File: config.mk
export PLATFORM = sky130hd
export DESIGN_NAME = burst_col_gen
export DESIGN_NICKNAME = d
export VERILOG_FILES = /design/src/rtl/bcol_pkg.sv /design/src/rtl/bcol_mode_reg.sv /design/src/rtl/bcol_ctrl.sv /design/src/rtl/bcol_calc.sv /design/src/rtl/burst_col_gen.sv
export SDC_FILE = /design/constraint.sdc
export NUM_CORES = 1
export LEC_CHECK = 0
export BUFFER_PORTS_ARGS = -buffer_cell sky130_fd_sc_hd__buf_2
export CAP_MARGIN = 20
export CORE_ASPECT_RATIO = 0.6
export CORE_MARGIN = 2
export CORE_UTILIZATION = 53
export CTS_CLUSTER_SIZE = 8
export DETAILED_ROUTE_END_ITERATION = 8
export PLACE_DENSITY = 0.78
export SLEW_MARGIN = 20
export SYNTH_ARGS = -nofsm -noshare
export SYNTH_HDL_FRONTEND = slang
export SYNTH_SLANG_ARGS = --single-unit
File: constraint.sdc
create_clock -name clk -period 2.6 [get_ports clk]
set_clock_uncertainty 0.15 [all_clocks]
set_input_delay 0 -clock clk [delete_from_list [all_inputs] [get_ports clk]]
set_output_delay 0 -clock clk [all_outputs]
set_load 0.02 [all_outputs]
File: src/rtl/bcol_pkg.sv
package bcol_pkg;
  localparam int COL_W = 8;

  typedef enum logic [2:0] {
    BL_ONE  = 3'b000,
    BL_TWO  = 3'b001,
    BL_FOUR = 3'b010,
    BL_EIGHT= 3'b011,
    BL_PAGE = 3'b111
  } blen_code_e;

  typedef struct packed {
    logic [COL_W-1:0] mask;       // beat count minus one, page = all ones
    logic             interleave;
    logic             full_page;
  } burst_cfg_t;

  function automatic burst_cfg_t decode_cfg(input logic [2:0] code,
                                            input logic       type_bit,
                                            input logic       one_beat);
    burst_cfg_t c;
    c.mask      = '0;
    c.full_page = 1'b0;
    case (code)
      BL_TWO:   c.mask = COL_W'(1);
      BL_FOUR:  c.mask = COL_W'(3);
      BL_EIGHT: c.mask = COL_W'(7);
      BL_PAGE: begin
        c.mask      = '1;
        c.full_page = 1'b1;
      end
      default:  c.mask = '0;
    endcase
    if (one_beat) begin
      c.mask      = '0;
      c.full_page = 1'b0;
    end
    c.interleave = type_bit & ~c.full_page;
    return c;
  endfunction
endpackage

File: src/rtl/bcol_mode_reg.sv
module bcol_mode_reg #(
  parameter int KEY_W   = 12,
  parameter int TYPE_B  = 3,
  parameter int SW_B    = 9
) (
  input  logic             clk,
  input  logic             rst_n,
  input  logic             mode_we,
  input  logic [KEY_W-1:0] mode_key,
  output logic [2:0]       len_code,
  output logic             type_bit,
  output logic             single_wr
);
  logic [KEY_W-1:0] key_q;

  always_ff @(posedge clk or negedge rst_n) begin
    if (!rst_n)       key_q <= '0;
    else if (mode_we) key_q <= mode_key;
  end

  assign len_code  = key_q[2:0];
  assign type_bit  = key_q[TYPE_B];
  assign single_wr = key_q[SW_B];
endmodule

File: src/rtl/bcol_ctrl.sv
module bcol_ctrl
  import bcol_pkg::*;
(
  input  logic             clk,
  input  logic             rst_n,
  input  logic             start,
  input  logic [COL_W-1:0] start_col,
  input  logic             start_wr,
  input  logic             stop,
  input  logic             take,
  input  logic [2:0]       len_code,
  input  logic             type_bit,
  input  logic             single_wr,
  output logic             busy,
  output logic [COL_W-1:0] base_col,
  output logic [COL_W-1:0] beat_cnt,
  output burst_cfg_t       cfg,
  output logic             last
);
  assign last = busy & ~cfg.full_page & (beat_cnt == cfg.mask);

  always_ff @(posedge clk or negedge rst_n) begin
    if (!rst_n) begin
      busy     <= 1'b0;
      base_col <= '0;
      beat_cnt <= '0;
      cfg      <= '0;
    end else if (start) begin
      busy     <= 1'b1;
      base_col <= start_col;
      beat_cnt <= '0;
      cfg      <= decode_cfg(len_code, type_bit, start_wr & single_wr);
    end else if (stop) begin
      busy     <= 1'b0;
    end else if (take) begin
      if (last) busy <= 1'b0;
      else      beat_cnt <= beat_cnt + 1'b1;
    end
  end
endmodule

File: src/rtl/bcol_calc.sv
module bcol_calc
  import bcol_pkg::*;
(
  input  logic [COL_W-1:0] base_col,
  input  logic [COL_W-1:0] beat_cnt,
  input  burst_cfg_t       cfg,
  output logic [COL_W-1:0] col
);
  logic [COL_W-1:0] low_seq, low_xor, low_sel;

  always_comb begin
    low_seq = base_col + beat_cnt;
    low_xor = base_col ^ beat_cnt;
    low_sel = cfg.interleave ? low_xor : low_seq;
    col     = (base_col & ~cfg.mask) | (low_sel & cfg.mask);
  end
endmodule

File: src/rtl/burst_col_gen.sv
module burst_col_gen
  import bcol_pkg::*;
#(
  parameter int KEY_W = 12
) (
  input  logic             clk,
  input  logic             rst_n,
  input  logic             mode_we,
  input  logic [KEY_W-1:0] mode_key,
  input  logic             start,
  input  logic [COL_W-1:0] start_col,
  input  logic             start_wr,
  input  logic             stop,
  output logic             beat_valid,
  input  logic             beat_ready,
  output logic [COL_W-1:0] col,
  output logic             last,
  output logic             single_write
);
  logic [2:0]       len_code;
  logic             type_bit;
  logic             busy;
  logic [COL_W-1:0] base_col, beat_cnt;
  burst_cfg_t       act_cfg;
  logic             take;

  bcol_mode_reg #(.KEY_W(KEY_W)) u_mode (
    .clk(clk), .rst_n(rst_n), .mode_we(mode_we), .mode_key(mode_key),
    .len_code(len_code), .type_bit(type_bit), .single_wr(single_write)
  );

  assign take = busy & beat_ready;

  bcol_ctrl u_ctrl (
    .clk(clk), .rst_n(rst_n), .start(start), .start_col(start_col),
    .start_wr(start_wr), .stop(stop), .take(take), .len_code(len_code),
    .type_bit(type_bit), .single_wr(single_write), .busy(busy),
    .base_col(base_col), .beat_cnt(beat_cnt), .cfg(act_cfg), .last(last)
  );

  bcol_calc u_calc (
    .base_col(base_col), .beat_cnt(beat_cnt), .cfg(act_cfg), .col(col)
  );

  assign beat_valid = busy;
endmodule

# == Word level (Yosys, flattened, before mapping) ==
# Index checks and enable logic that the tools add are counted.
# totals
elab_cells,47
ff_bits,37
in_bits,27
# op_classes
n_addsub,2
bitwise,12
n_eq_ne,7
reduce_logical,5
muxes,14
# ops
cell,count
8-bit 2-to-1 mux,6
8-bit one-hot mux with 4 select lines,1
8-bit bitwise AND,2
"8-bit by 1-bit adder with 8-bit output, second input constant",1
8-bit adder,1
8-bit == test,1
8-bit NOT,1
8-bit OR,1
8-bit XOR,1
1-bit 2-to-1 mux,7
"3-bit by 2-bit == test with 1-bit output, second input constant",2
3-bit nonzero test,2
1-bit bitwise AND,5
"2-bit inequality test, second input constant",2
"3-bit by 1-bit == test with 1-bit output, second input constant",1
"3-bit == test, second input constant",1
3-bit AND reduction,1
1-bit NOT,2
2-bit AND reduction,1
2-bit nonzero test,1

# == Longest topological paths before layout ==
# logic_depth
ltp_word,7
depth_mapped,8

# == Modules after synthesis ==
# A second synthesis with hierarchy kept.
# unflattened
hier_cells,177
hier_area_um2,1766.7
# by_module_without_submodules
module,area_each_um2,instances,seq_area_each_um2,cells_per_inst
bcol_ctrl,1158.6,1,575.6,105
bcol_calc,420.4,1,0.0,61
bcol_mode_reg,181.4,1,125.1,10
burst_col_gen,6.3,1,0.0,1

# == Worst setup path after synthesis ==
# Ideal clock, no wire load.
# synth_path
path_kind,register -> output
start,register u_ctrl.beat_cnt[0]
end,output col[4]
arrival_ps,1841
path_stages_with_launch,9
slack_ps,609
path_cell_list,dfrtp_1 > ha_1 > inv_1 > fa_1 > nor2b_1 > o21ai_0 > a21oi_1 > xnor2_1 > a21oi_1
# synth_via
elab_chain_len,4
# synth_lines
item,line_no,text
from (decl),bcol_ctrl.sv:16,"output logic [COL_W-1:0] beat_cnt,"
from (signal assigned),bcol_ctrl.sv:37,else beat_cnt <= beat_cnt + 1'b1;
8-bit adder,bcol_calc.sv:12,low_seq = base_col + beat_cnt;
8-bit 2-to-1 mux,bcol_calc.sv:14,low_sel = cfg.interleave ? low_xor : low_seq;
8-bit bitwise AND,bcol_calc.sv:15,col = (base_col & ~cfg.mask) | (low_sel & cfg.mask);
8-bit OR,bcol_calc.sv:15,
to (decl),burst_col_gen.sv:16,"output logic [COL_W-1:0] col,"
# No other way between the ends.

# == Final worst setup path ==
# layout_path
start,"register, netlist name u_ctrl.cfg[8]"
end,register u_ctrl.busy
# layout_via
elab_chain_len,4
# layout_lines
item,line_no,text
8-bit == test,bcol_ctrl.sv:20,assign last = busy & ~cfg.full_page & (beat_cnt == cfg.mask);
1-bit bitwise AND,bcol_ctrl.sv:20,
3-bit nonzero test (no source line),n/a,
2-bit AND reduction (no source line),n/a,
to (signal assigned),bcol_ctrl.sv:24,busy <= 1'b0;
to (signal assigned),bcol_ctrl.sv:29,busy <= 1'b1;
to (signal assigned),bcol_ctrl.sv:34,busy <= 1'b0;
to (decl),bcol_ctrl.sv:14,"output logic busy,"
# No other way between the ends.
# A chain may end at the register's enable or synchronous reset.

==> impl_metrics.toml <==
[status]
run_status = "finished clean"

[finish]
drive_gt1_share_pct = 24.58
final_util_pct = 69.92
final-seq-area_um2 = 701.9
fillers = 263
multi_input_area_um2 = 968.4
diodes = 0
area_growth_pct = 27.49
final_nets = 273

[clock_tree]
root_buffer = "clkbuf_8"
clk_latency_ns = 0.27
cts_made_buffers = 3
cts-htree-levels = 1
cts_setup_buffers = 0
tritoncts = "done"
clockBufferDepth = 2
clkTransAtPathRegs_ns = 0.09
numClockSinks = 28

[power]
p_total_w = 0.001130
peakVddDrop_mv = 0.2776
power.leakage_nw = 0.9965
powerDensity_nw_per_um2 = 504.6

[worst_setup_path]
rrSetupSlack_ns = 0.12
crit_type = "register to register"
arrival_ns = 2.50
required_ns = 2.61
cp.buffers_inverters = 2
crit_path_end = "u_ctrl.busy"
end_kind = "register"
timing.rr.start = "u_ctrl.cfg[8]"
critical-path-max-stage-delay_ns = 0.62
critPathSlowestCell = "dfrtp_1"
critical-path-top-delay-family = "buffers and inverters"
cp.depth = 7
r2r_cells = 7
start_kind = "register"
rr_endpoint = "u_ctrl.busy"
startpoint = "u_ctrl.cfg[8]"
cpMostUsedCell = "nand2_1"
crit_chain = "nand2_1, a2bb2oi_1, nor4_2, buf_4, nand2_1, a31o_2, dlygate4sd3_1"
path_max_fanout = 15

[synthesis]
synth_seq_cells = 28
yosysWarnings = 0
syn_area_per_cell_um2 = 9.496
netlist_instances = 185
ys_seq_area_share_pct = 39.89
synthesis.nets = 221
yosys.cell_types.count = 45
synth.cell_area_um2 = 1757

[timing]
finalSetupViolations = 0
period_needed_ns = 2.483
hold_viol_final = 0
slew_headroom_pct = 57.27
worst_slew_pin_slew_ns = 0.6409
finalMaxSlewViolations = 0
clock.fmax_mhz = 402.7
fin_crit_sh_pct = 95.50

[placement]
dpl.hpwl_um = 2705
gp_congestion = 0.7962
port_buffers = 30

[routing]
drc = 0
viasPerCell = 5.488
drt-total-wl_um = 3996
wl_per_cell_um = 14.22
drt_first_iter_violations = 87
ant_nets = 0
dr.pass1.iters = 4
vias = 1542

[global_routing]
grt_antenna_before_repair = 0
grt_pass1_vias = 1491
track_usage_pct = 23.33
grt_start_max_net_pins = 32
grt_pass1_wl_um = 6996
globalRouteOverflowTotal = 0

[min_path]
min_path_cells = 5
hold_class = "primary input to register"

[floorplan]
core_area_um2 = 3203
die_w_um = 78.33
core.rowCount = 16
fp.dieArea_um2 = 3806
start_util_pct = 54.84
num_io_pins = 38
dieHeight_um = 48.60

[run]
maxCapViolations = 0
==> where the power goes <==
| group | switching, W | internal, W | total [W] |
|---|---|---|---|
| registers | 0.0000442 | 0.000469 | 0.000514 |
| logic | 0.000145 | 0.000132 | 0.000277 |
| clock network | 0.000134 | 0.000206 | 0.000340 |
| total | 0.000323 | 0.000807 | 0.00113 |
==> metrics by stage <==
step	setup TNS, ns	cells	hold WS (ns)	area [µm²]	worst slack, ns
2_1_floorplan	0	185	-0.4456	1757	0.6087
3_5_place_dp	0	255	-0.09799	1943	0.4278
5_1_grt	-0.002762	281	0.07349	2240	-0.002762
6_report	0	281	0.04643	2240	0.1169
4_1_cts	0	281	0.04879	2235	0.1168
3_3_place_gp	0	255	-0.09291	1943	0.4622
==> how the worst min path moves through the flow <==
stage	from	end
2_1_floorplan	rst_n	u_ctrl.base_col[0]
3_5_place_dp	rst_n	u_ctrl.base_col[4]
6_report	stop	u_ctrl.beat_cnt[1]
3_3_place_gp	rst_n	u_ctrl.base_col[4]
4_1_cts	stop	u_ctrl.beat_cnt[1]
5_1_grt	stop	u_ctrl.beat_cnt[1]
==> cell usage in the layout (no fill, tap or decap), types with 6 or more instances in the layout <==
cell type      Yosys  routed
a21oi_1           13      12
buf_2              0      30
dfrtp_1           28      27
dlygate4sd3_1      0      22
ha_1               8       8
inv_1             15      15
mux2_2            14      14
nand2_1           13      13
nor2_1            18      18
o21ai_0           10      10
xnor2_1            6       6
==> state kept, by name, summed over array words and instances (netlist names) <==
signal           flops
u_ctrl.busy          1
u_ctrl.cfg           6
u_ctrl.base_col      8
u_mode.key_q         5
u_ctrl.beat_cnt      8
==> synth_stat cells (all sizes together) <==
library cell   n  share of area (%)
a211o          1               0.50
a21boi         2               0.85
a21o           2               0.85
a21oi         13                3.7
a22o           1               0.50
a2bb2oi        1               0.50
a31o           1               0.50
a31oi          1               0.36
and2           1               0.36
and3           2               0.71
buf            3                1.1
clkbuf         4               0.93
dfrtp         28                 40
fa             1                1.1
ha             8                5.7
inv           15                3.2
mux2          18                 12
mux2i          2                1.1
nand2         13                2.8
nand2b         4                1.4
nand3          4                1.4
nand3b         1               0.43
nand4          1               0.36
nor2          19                4.2
nor2b          2               0.71
nor3           1               0.28
nor3b          2               0.85
nor4           6                2.8
o2111ai        2                1.0
o211ai         1               0.43
o21ai         10                2.8
o21bai         1               0.43
o221ai         1               0.50
o22ai          1               0.36
o31ai          3                1.3
or3            1               0.36
or4            2               0.85
xnor2          6                3.0
==> worst min-delay path, stage by stage <==
cell	delay, ns
buf_2	0.07
inv_1	0.05
nand3_2	0.12
nor2_2	0.07
mux2i_1	0.12
==> metal layers <==
metal / up-vias / global-route usage, % / wire [µm]
met3: 6 / 4.478 / 218
li1: 757 / - / -
met4: 0 / 3.216 / 36
met1: 729 / 34.74 / 1994
met5: - / 0 / 0
met2: 50 / 36.49 / 1747
==> area by class of cell <==
cell class	count	share of cell area (%)
clock inverter	1	1.341
tap	45	2.514
clock buffer	3	1.844
sequential	28	31.34
multi-input combinational	135	43.24
timing repair buffer	54	17.21
inverter	15	2.514
==> cell families after synthesis <==
logic type	count (synthesis)	share of synthesized area, %
and+or+nand+nor	59	17.59
AOI/OAI and AO/OA	41	14.60
DFF	28	39.89
buffers and inverters	22	5.199
muxes	20	12.89
adders and majority gates	9	6.838
xor gates and xnor gates	6	2.991
==> repair_timing <==
item                                    in CTS  in global routing
endpoints found under the setup margin       0                  1
endpoints found under the hold margin       43                  0
gates resized for setup                      0                  2
hold buffers                                22                  0
Note: power is estimated with default switching activity, not from simulation.
